`config.mk`:
```
export PLATFORM = sky130hd
export DESIGN_NAME = brate_gen
export DESIGN_NICKNAME = d
export VERILOG_FILES = /design/src/rtl/brate_pkg.sv /design/src/rtl/brate_prescale.sv /design/src/rtl/brate_reload.sv /design/src/rtl/brate_postdiv.sv /design/src/rtl/brate_gen.sv
export SDC_FILE = /design/constraint.sdc
export NUM_CORES = 1
export LEC_CHECK = 0
export ABC_CLOCK_PERIOD_IN_PS = 2800
export CAP_MARGIN = 20
export CELL_PAD_IN_SITES_DETAIL_PLACEMENT = 2
export CELL_PAD_IN_SITES_GLOBAL_PLACEMENT = 2
export CORE_MARGIN = 2
export CORE_UTILIZATION = 34
export DETAILED_ROUTE_END_ITERATION = 6
export PLACE_DENSITY = 0.86
export SLEW_MARGIN = 10
export SYNTH_ARGS = -nofsm -noshare
export SYNTH_HDL_FRONTEND = slang
export SYNTH_SLANG_ARGS = --single-unit
```
`constraint.sdc`:
```
create_clock -name clk -period 2.8 [get_ports clk]
set_clock_uncertainty 0.15 [all_clocks]
set_input_delay 0.56 -clock clk [delete_from_list [all_inputs] [get_ports clk]]
set_output_delay 0.56 -clock clk [all_outputs]
set_load 0.1 [all_outputs]
```
`src/rtl/brate_pkg.sv`:
```
package brate_pkg;
    typedef enum logic [1:0] {
        PRE_DIV1   = 2'd0,
        PRE_DIV8   = 2'd1,
        PRE_DIV32  = 2'd2,
        PRE_DIV256 = 2'd3
    } pre_sel_e;

    typedef enum logic {
        MODE_ASYNC = 1'b0,
        MODE_SYNC  = 1'b1
    } chan_mode_e;
endpackage

```
`src/rtl/brate_prescale.sv`:
```
module brate_prescale #(
    parameter int PRE_W = 8,
    parameter int DIV_B = 8,
    parameter int DIV_C = 32,
    parameter int DIV_D = 256
) (
    input  logic       clk,
    input  logic       rst_n,
    input  logic       enable,
    input  logic [1:0] pre_sel,
    output logic       pre_tick
);
    import brate_pkg::*;

    localparam logic [PRE_W-1:0] LIM_A = '0;
    localparam logic [PRE_W-1:0] LIM_B = PRE_W'(DIV_B - 1);
    localparam logic [PRE_W-1:0] LIM_C = PRE_W'(DIV_C - 1);
    localparam logic [PRE_W-1:0] LIM_D = PRE_W'(DIV_D - 1);

    typedef struct packed {
        logic [PRE_W-1:0] cnt;
    } pre_state_t;

    pre_state_t st_d, st_q;
    logic [PRE_W-1:0] limit;

    always_comb begin
        unique case (pre_sel_e'(pre_sel))
            PRE_DIV1:   limit = LIM_A;
            PRE_DIV8:   limit = LIM_B;
            PRE_DIV32:  limit = LIM_C;
            default:    limit = LIM_D;
        endcase
        pre_tick = enable && (st_q.cnt >= limit);
        st_d = st_q;
        if (!enable) begin
            st_d.cnt = '0;
        end else if (pre_tick) begin
            st_d.cnt = '0;
        end else begin
            st_d.cnt = st_q.cnt + 1'b1;
        end
    end

    always_ff @(posedge clk or negedge rst_n) begin
        if (!rst_n) begin
            st_q <= '0;
        end else begin
            st_q <= st_d;
        end
    end
endmodule

```
`src/rtl/brate_reload.sv`:
```
module brate_reload #(
    parameter int CNT_W     = 8,
    parameter int CLAMP_MIN = 4
) (
    input  logic             clk,
    input  logic             rst_n,
    input  logic             enable,
    input  logic             pre_tick,
    input  logic             clamp_req,
    input  logic [CNT_W-1:0] reload,
    output logic             underflow
);
    localparam logic [CNT_W-1:0] CLAMP_V = CNT_W'(CLAMP_MIN);

    typedef struct packed {
        logic [CNT_W-1:0] cnt;
    } rl_state_t;

    rl_state_t st_d, st_q;
    logic [CNT_W-1:0] eff_reload;

    always_comb begin
        eff_reload = (clamp_req && (reload < CLAMP_V)) ? CLAMP_V : reload;
        underflow  = enable && pre_tick && (st_q.cnt == '0);
        st_d = st_q;
        if (!enable) begin
            st_d.cnt = '0;
        end else if (pre_tick) begin
            if (st_q.cnt == '0) begin
                st_d.cnt = eff_reload;
            end else begin
                st_d.cnt = st_q.cnt - 1'b1;
            end
        end
    end

    always_ff @(posedge clk or negedge rst_n) begin
        if (!rst_n) begin
            st_q <= '0;
        end else begin
            st_q <= st_d;
        end
    end
endmodule

```
`src/rtl/brate_postdiv.sv`:
```
module brate_postdiv #(
    parameter int OVS      = 16,
    parameter int SYNC_DIV = 2
) (
    input  logic clk,
    input  logic rst_n,
    input  logic enable,
    input  logic underflow,
    input  logic sync_mode,
    input  logic pin_en,
    output logic rate_tick,
    output logic bit_tick,
    output logic clk_pin
);
    import brate_pkg::*;

    localparam int PD_W = $clog2(OVS);
    localparam logic [PD_W-1:0] LAST_ASYNC = PD_W'(OVS - 1);
    localparam logic [PD_W-1:0] LAST_SYNC  = PD_W'(SYNC_DIV - 1);

    typedef struct packed {
        logic [PD_W-1:0] pd;
        logic            rate;
        logic            bitp;
        logic            pin;
    } pd_state_t;

    pd_state_t st_d, st_q;
    logic [PD_W-1:0] last;
    logic            pin_on;

    always_comb begin
        last   = (chan_mode_e'(sync_mode) == MODE_SYNC) ? LAST_SYNC : LAST_ASYNC;
        pin_on = (chan_mode_e'(sync_mode) == MODE_ASYNC) && pin_en;
        st_d = st_q;
        if (!enable) begin
            st_d = '0;
        end else begin
            st_d.rate = underflow;
            st_d.bitp = 1'b0;
            if (underflow) begin
                if (st_q.pd >= last) begin
                    st_d.pd   = '0;
                    st_d.bitp = 1'b1;
                end else begin
                    st_d.pd = st_q.pd + 1'b1;
                end
            end
            st_d.pin = pin_on ? (st_q.pin ^ underflow) : 1'b0;
        end
    end

    always_ff @(posedge clk or negedge rst_n) begin
        if (!rst_n) begin
            st_q <= '0;
        end else begin
            st_q <= st_d;
        end
    end

    assign rate_tick = st_q.rate;
    assign bit_tick  = st_q.bitp;
    assign clk_pin   = st_q.pin;
endmodule

```
`src/rtl/brate_gen.sv`:
```
module brate_gen #(
    parameter int CNT_W     = 8,
    parameter int PRE_W     = 8,
    parameter int OVS       = 16,
    parameter int SYNC_DIV  = 2,
    parameter int CLAMP_MIN = 4
) (
    input  logic             clk,
    input  logic             rst_n,
    input  logic             enable,
    input  logic [1:0]       pre_sel,
    input  logic [CNT_W-1:0] reload,
    input  logic             sync_mode,
    input  logic             pin_en,
    output logic             rate_tick,
    output logic             bit_tick,
    output logic             clk_pin
);
    import brate_pkg::*;

    logic pre_tick;
    logic underflow;
    logic clamp_req;

    assign clamp_req = (pre_sel_e'(pre_sel) == PRE_DIV1) &&
                       (chan_mode_e'(sync_mode) == MODE_SYNC);

    brate_prescale #(
        .PRE_W (PRE_W)
    ) u_pre (
        .clk      (clk),
        .rst_n    (rst_n),
        .enable   (enable),
        .pre_sel  (pre_sel),
        .pre_tick (pre_tick)
    );

    brate_reload #(
        .CNT_W     (CNT_W),
        .CLAMP_MIN (CLAMP_MIN)
    ) u_rl (
        .clk       (clk),
        .rst_n     (rst_n),
        .enable    (enable),
        .pre_tick  (pre_tick),
        .clamp_req (clamp_req),
        .reload    (reload),
        .underflow (underflow)
    );

    brate_postdiv #(
        .OVS      (OVS),
        .SYNC_DIV (SYNC_DIV)
    ) u_pd (
        .clk       (clk),
        .rst_n     (rst_n),
        .enable    (enable),
        .underflow (underflow),
        .sync_mode (sync_mode),
        .pin_en    (pin_en),
        .rate_tick (rate_tick),
        .bit_tick  (bit_tick),
        .clk_pin   (clk_pin)
    );
endmodule

```
* After elaboration in Yosys (flattened, before gate mapping)
Cells that the tools add are included.
Storage, ports and cells: output and inout bits 3, register bits after elaboration 23, bits of input ports 15, logic and storage cells 40
Cells by class: $lt $le $gt $ge 3, muxes and demuxes 14, $add $sub $neg 3, reduce and logical (&&, ||, !) cells 8, bitwise logic cells 2, equal/unequal tests 4
Operator list (count):
- 8-bit 2-to-1 mux | 6
- 8-bit case mux with 3 select lines | 1
- 4-bit 2-to-1 mux | 3
- 8-bit by 1-bit adder with 8-bit output (second input constant) | 1
- 8-bit greater-or-equal comparator | 1
- 8-bit zero test | 1
- 8-bit by 3-bit less-than comparator with 1-bit output (second input constant) | 1
- 8-bit by 1-bit subtractor with 8-bit output (second input constant) | 1
- 7-bit 2-to-1 mux | 1
- 1-bit logical AND | 6
- 4-bit by 1-bit adder with 4-bit output (second input constant) | 1
- 4-bit greater-or-equal comparator | 1
- 2-bit by 1-bit inequality test with 1-bit output (second input constant) | 2
- 1-bit 2-to-1 mux | 3
- 2-bit by 1-bit == test with 1-bit output (second input constant) | 1
- 2-bit == test (second input constant) | 1
- 2-bit zero test | 1
- 1-bit inverter | 1
- 1-bit bitwise XOR | 1

* Longest topological paths before layout
depth in word-level cells 9, depth in mapped cells 9, depth with buffers taken out 7

* Hierarchy
A second synthesis with hierarchy kept.
Second synthesis, totals: cell total of the unflattened synthesis 160, area total of the unflattened synthesis 1539.0 um^2
Modules (own cells, without submodules):
- brate_reload | area each 611.8 um^2, times used 1, cells each 69, seq. area each 200.2 um^2
- brate_prescale | area each 516.7 um^2, times used 1, cells each 52, seq. area each 200.2 um^2
- brate_postdiv | area each 397.9 um^2, times used 1, cells each 38, seq. area each 175.2 um^2
- brate_gen | area each 12.5 um^2, times used 1, cells each 1, seq. area each 0.0 um^2

* Worst setup path before layout
Ideal clock, no wire load.
kind input -> register, start in pre_sel[1], end reg u_pd.st_q, in the netlist u_pd.clk_pin, arrival time 2.395 ns, stages 9, required time 2.556 ns, slack 0.161 ns, path through nand2_1 -> ha_1 -> and4_1 -> and2_1 -> a211oi_1 -> clkbuf_1 -> clkbuf_1 -> o21ai_0 -> a211oi_1
RTL lines:
- from (decl) | RTL line brate_gen.sv:11 | input logic [1:0] pre_sel,
- to (signal assigned) | RTL line brate_postdiv.sv:57 | st_q <= st_d;
- to (decl) | RTL line brate_postdiv.sv:28 | pd_state_t st_d, st_q;

* Final worst setup path
start in pre_sel[1], end reg u_rl.st_q[2] (netlist bit)
On the way: longest elaborated chain between the ends 7
RTL lines:
- parallel branches: the longest is 7 deep, another holds 8-bit greater-or-equal comparator
- to (signal assigned) | RTL line brate_reload.sv:41 | st_q <= st_d;
- to (decl) | RTL line brate_reload.sv:19 | rl_state_t st_d, st_q;
Parallel ways; which one is timed is not known. The select of a mux whose other input is x is not followed. A chain may end at the register's enable or synchronous reset.

==> results.json <==
{
  "clkSlewWorstSetupHoldPaths_ps": 100,
  "hold_path_depth": 1,
  "yosys.area_share.adder_pct": 11.1,
  "drt-total-wl_mm": 5.08,
  "p_int_uw": 486,
  "sw_frac_of_total_pct": 28.5,
  "numCtsBuffers": 3,
  "cp_max_fo": 5,
  "drcViolationCount": 0,
  "setup_viol": 0,
  "muxShareOfSynthArea_pct": 0.684,
  "dp_cells": 236,
  "clkPwrFrac_pct": 33.5,
  "yosysTopAreaCell": "dfrtp_1",
  "leakage_nw": 0.852,
  "first_iter_violations": 75,
  "synth_xor_area_share_pct": 3.59,
  "viasPerCell": 5.84,
  "cts_tree": "done",
  "p_seq_share_pct": 50.8,
  "fillers": 450,
  "ys_seq_area_share_pct": 39.3,
  "status": "complete, no violations",
  "first_pass_iters": 4,
  "hold_path_class": "flip-flop to flip-flop",
  "synth_top_family_by_area": "simple AND/OR/NAND/NOR gates",
  "die-area_sq_um": 4840,
  "worstPathArrival_ps": 2570,
  "r2r.worst_path.cells": 4,
  "synth_compound_area_share_pct": 17.4,
  "core_sq_um": 4060,
  "antenna_found_initial": 0,
  "hold_viol": 0,
  "grt_pass1_wl_mm": 8.47,
  "die_y_um": 69.6,
  "die_x_um": 69.6,
  "rows": 23,
  "worstPathRequired_ps": 2820,
  "ff2ff_setup_slack_ps": 280,
  "nNetsFinal": 219,
  "period_share_pct": 91.1,
  "crit_path_end_kind": "flip-flop",
  "synth_cell_types": 43,
  "htree_levels": 1,
  "finalMaxSlewViolations": 0,
  "cts_sinks": 23,
  "gp_congestion": 0.889,
  "path_class": "input port to flip-flop",
  "antenna_cells": 0,
  "max-slew-margin-rel_pct": 67.0,
  "whs_ps": 366,
  "rsz0062_at_grt": "no",
  "layout-drive-gt1-share_pct": 17.4,
  "start_util_pct": 36.0,
  "area_delta_synth_final_pct": 25.3,
  "layout.cells.non_filler": 240,
  "ant_nets": 0,
  "root_buffer": "clkbuf_8",
  "cap_viol_max_count": 0,
  "syn-cell-area_sq_um": 1460,
  "vias": 1401,
  "yosys.area_share.simple_pct": 25.0,
  "hold_start": "u_pd.st_q[6]$_DFFE_PN0P_",
  "synthCells": 161,
  "synth.area.top_cells": "dfrtp_1 (39%), ha_1 (11%), nor2_1 (6.4%)",
  "finalPower_uw": 680,
  "wire_per_inst_um": 21.2,
  "io_buffer_count": 17,
  "synth-seq-cells": 23,
  "tns_ps": 0,
  "synth_warnings": 0,
  "grt_pass1_vias": 1639,
  "combinationalPowerShare_pct": 15.7,
  "vdd_drop_max_uv": 205,
  "rr_endpoint": "u_rl.st_q[0]$_DFFE_PN0P_",
  "period_needed_ps": 2550,
  "worst_slew_pin_slew_ps": 490,
  "power_density_nw_per_um2": 371,
  "io_pins": 18,
  "finish.utilization_pct": 45.2,
  "holdPathEnd": "u_pd.st_q[6]$_DFFE_PN0P_",
  "fmax_ghz": 0.392,
  "p_sw_uw": 194,
  "timing.rr.start": "u_rl.st_q[2]$_DFFE_PN0P_",
  "syn-num-nets": 189,
  "grt_max_degree": 24,
  "start_kind": "input port",
  "grt-ovfl-total": 0,
  "clk_latency_ps": 270,
  "gr-usage-all-layers_pct": 22.0,
  "cts_hold_repair.buffers": 0,
  "cts_buffer_depth": 2,
  "dp_hpwl_mm": 3.68,
  "synth_top_area_share_pct": 39.3,
  "avgSynthCellArea_sq_um": 9.08
}
## how the worst max path moves through the flow
stage	startpoint	endpoint	slack, ps	cells past startpoint
floorplan	pre_sel[1]	u_pd.clk_pin$_DFF_PN0_	160	9
global placement	pre_sel[1]	u_rl.st_q[0]$_DFFE_PN0P_	-190	9
detailed placement	pre_sel[1]	u_rl.st_q[0]$_DFFE_PN0P_	-340	9
CTS	pre_sel[0]	u_rl.st_q[0]$_DFFE_PN0P_	0.3	9
global route	sync_mode	u_pd.st_q[6]$_DFFE_PN0P_	60	7
finish	pre_sel[1]	u_rl.st_q[2]$_DFFE_PN0P_	250	10
## kinds of logic (layout without fill, tap and decap cells)
logic type      Yosys count  in the layout
mux                       1              1
flops                    23             23
fa+ha+maj                13             13
simple gates             72             72
compound gates           37             37
xor+xnor                  6              6
buf+inv                   9             38
## cell usage after synthesis (all sizes together)
master / count
and2: 3
nand2: 11
a211o: 1
a32oi: 1
a31oi: 3
or4: 2
o31ai: 1
o21bai: 1
o311ai: 2
o21ai: 7
xor2: 5
or3: 3
and4: 1
and3: 4
or4b: 2
a21oi: 10
clkbuf: 3
o22ai: 1
o211a: 1
nand3: 8
or2b: 1
mux2i: 1
dfrtp: 23
ha: 13
o221a: 3
buf: 2
a211oi: 2
a2bb2oi: 1
nor4: 1
xnor2: 1
nor2b: 1
nor2: 25
nand2b: 1
a41oi: 1
inv: 4
o221ai: 1
nor3: 9
a31o: 1
## layer usage
layer | vias up | wire length, um | track usage (%)
li1 | 652 | - | -
met1 | 722 | 2180 | 26.2
met2 | 21 | 2700 | 40.6
met3 | 6 | 137 | 3.78
met4 | 0 | 63 | 5.88
met5 | - | 0 | 0
## layout by cell type (no fill, tap or decap), types with 2 or more instances in the layout
cell type	count
or4_1	2
and3_1	4
clkdlybuf4s50_1	12
clkbuf_8	3
nand3_1	8
dfrtp_1	23
a21oi_1	10
xor2_1	5
o221a_2	3
buf_4	16
a211oi_2	2
a31oi_1	3
ha_1	12
and2_1	3
inv_1	4
nor2_1	25
o311ai_0	2
o21ai_0	7
nor3_1	8
nand2_1	10
## critical path, cell delays in order
cell and delay (ps):
dlygate4sd2_1 300, nand2_2 120, ha_1 300, and4_1 220, and2_1 190, a211oi_2 260
buf_4 170, buf_4 130, nor2_1 50, o221a_2 270
## state kept, by name, indices dropped and copies added (netlist names)
signal	cells
u_pd.rate_tick	1
u_rl.st_q	8
u_pd.st_q	4
u_pre.st_q	8
u_pd.clk_pin	1
u_pd.bit_tick	1
## power groups by stage
stage | sequential (mW) | combinational, mW | clock, mW
6_report | 0.346 | 0.107 | 0.228
5_1_grt | 0.346 | 0.117 | 0.240
4_1_cts | 0.345 | 0.107 | 0.230
3_5_place_dp | 0.352 | 0.105 | 0
3_3_place_gp | 0.351 | 0.0962 | 0
2_1_floorplan | 0.350 | 0.0476 | 0
## what timing repair did
item / in CTS / in global routing
pin swaps: 0 / 2
endpoints found under the setup margin: 4 / 8
setup buffers: 0 / 0
resized for setup: 3 / 2
gates cloned: 0 / 0
## area by class of cell
type	instances	area, sq um	area share [%]
multi-input cells	129	870	47.4
flip-flops and latches	23	576	31.4
repair buffers	30	262	14.3
well taps	50	62.6	3.41
clock buffers	3	41.3	2.25
inverters	4	15.0	0.819
clock inverters	1	7.51	0.410
## stage by stage
step	setup WS, ps	instance area [sq um]
3_5_place_dp	-336	1760
5_1_grt	64.1	1830
2_1_floorplan	161	1460
4_1_cts	0.297	1830
6_report	249	1830
3_3_place_gp	-189	1760
No activity file was read; power rests on OpenSTA's default activity.
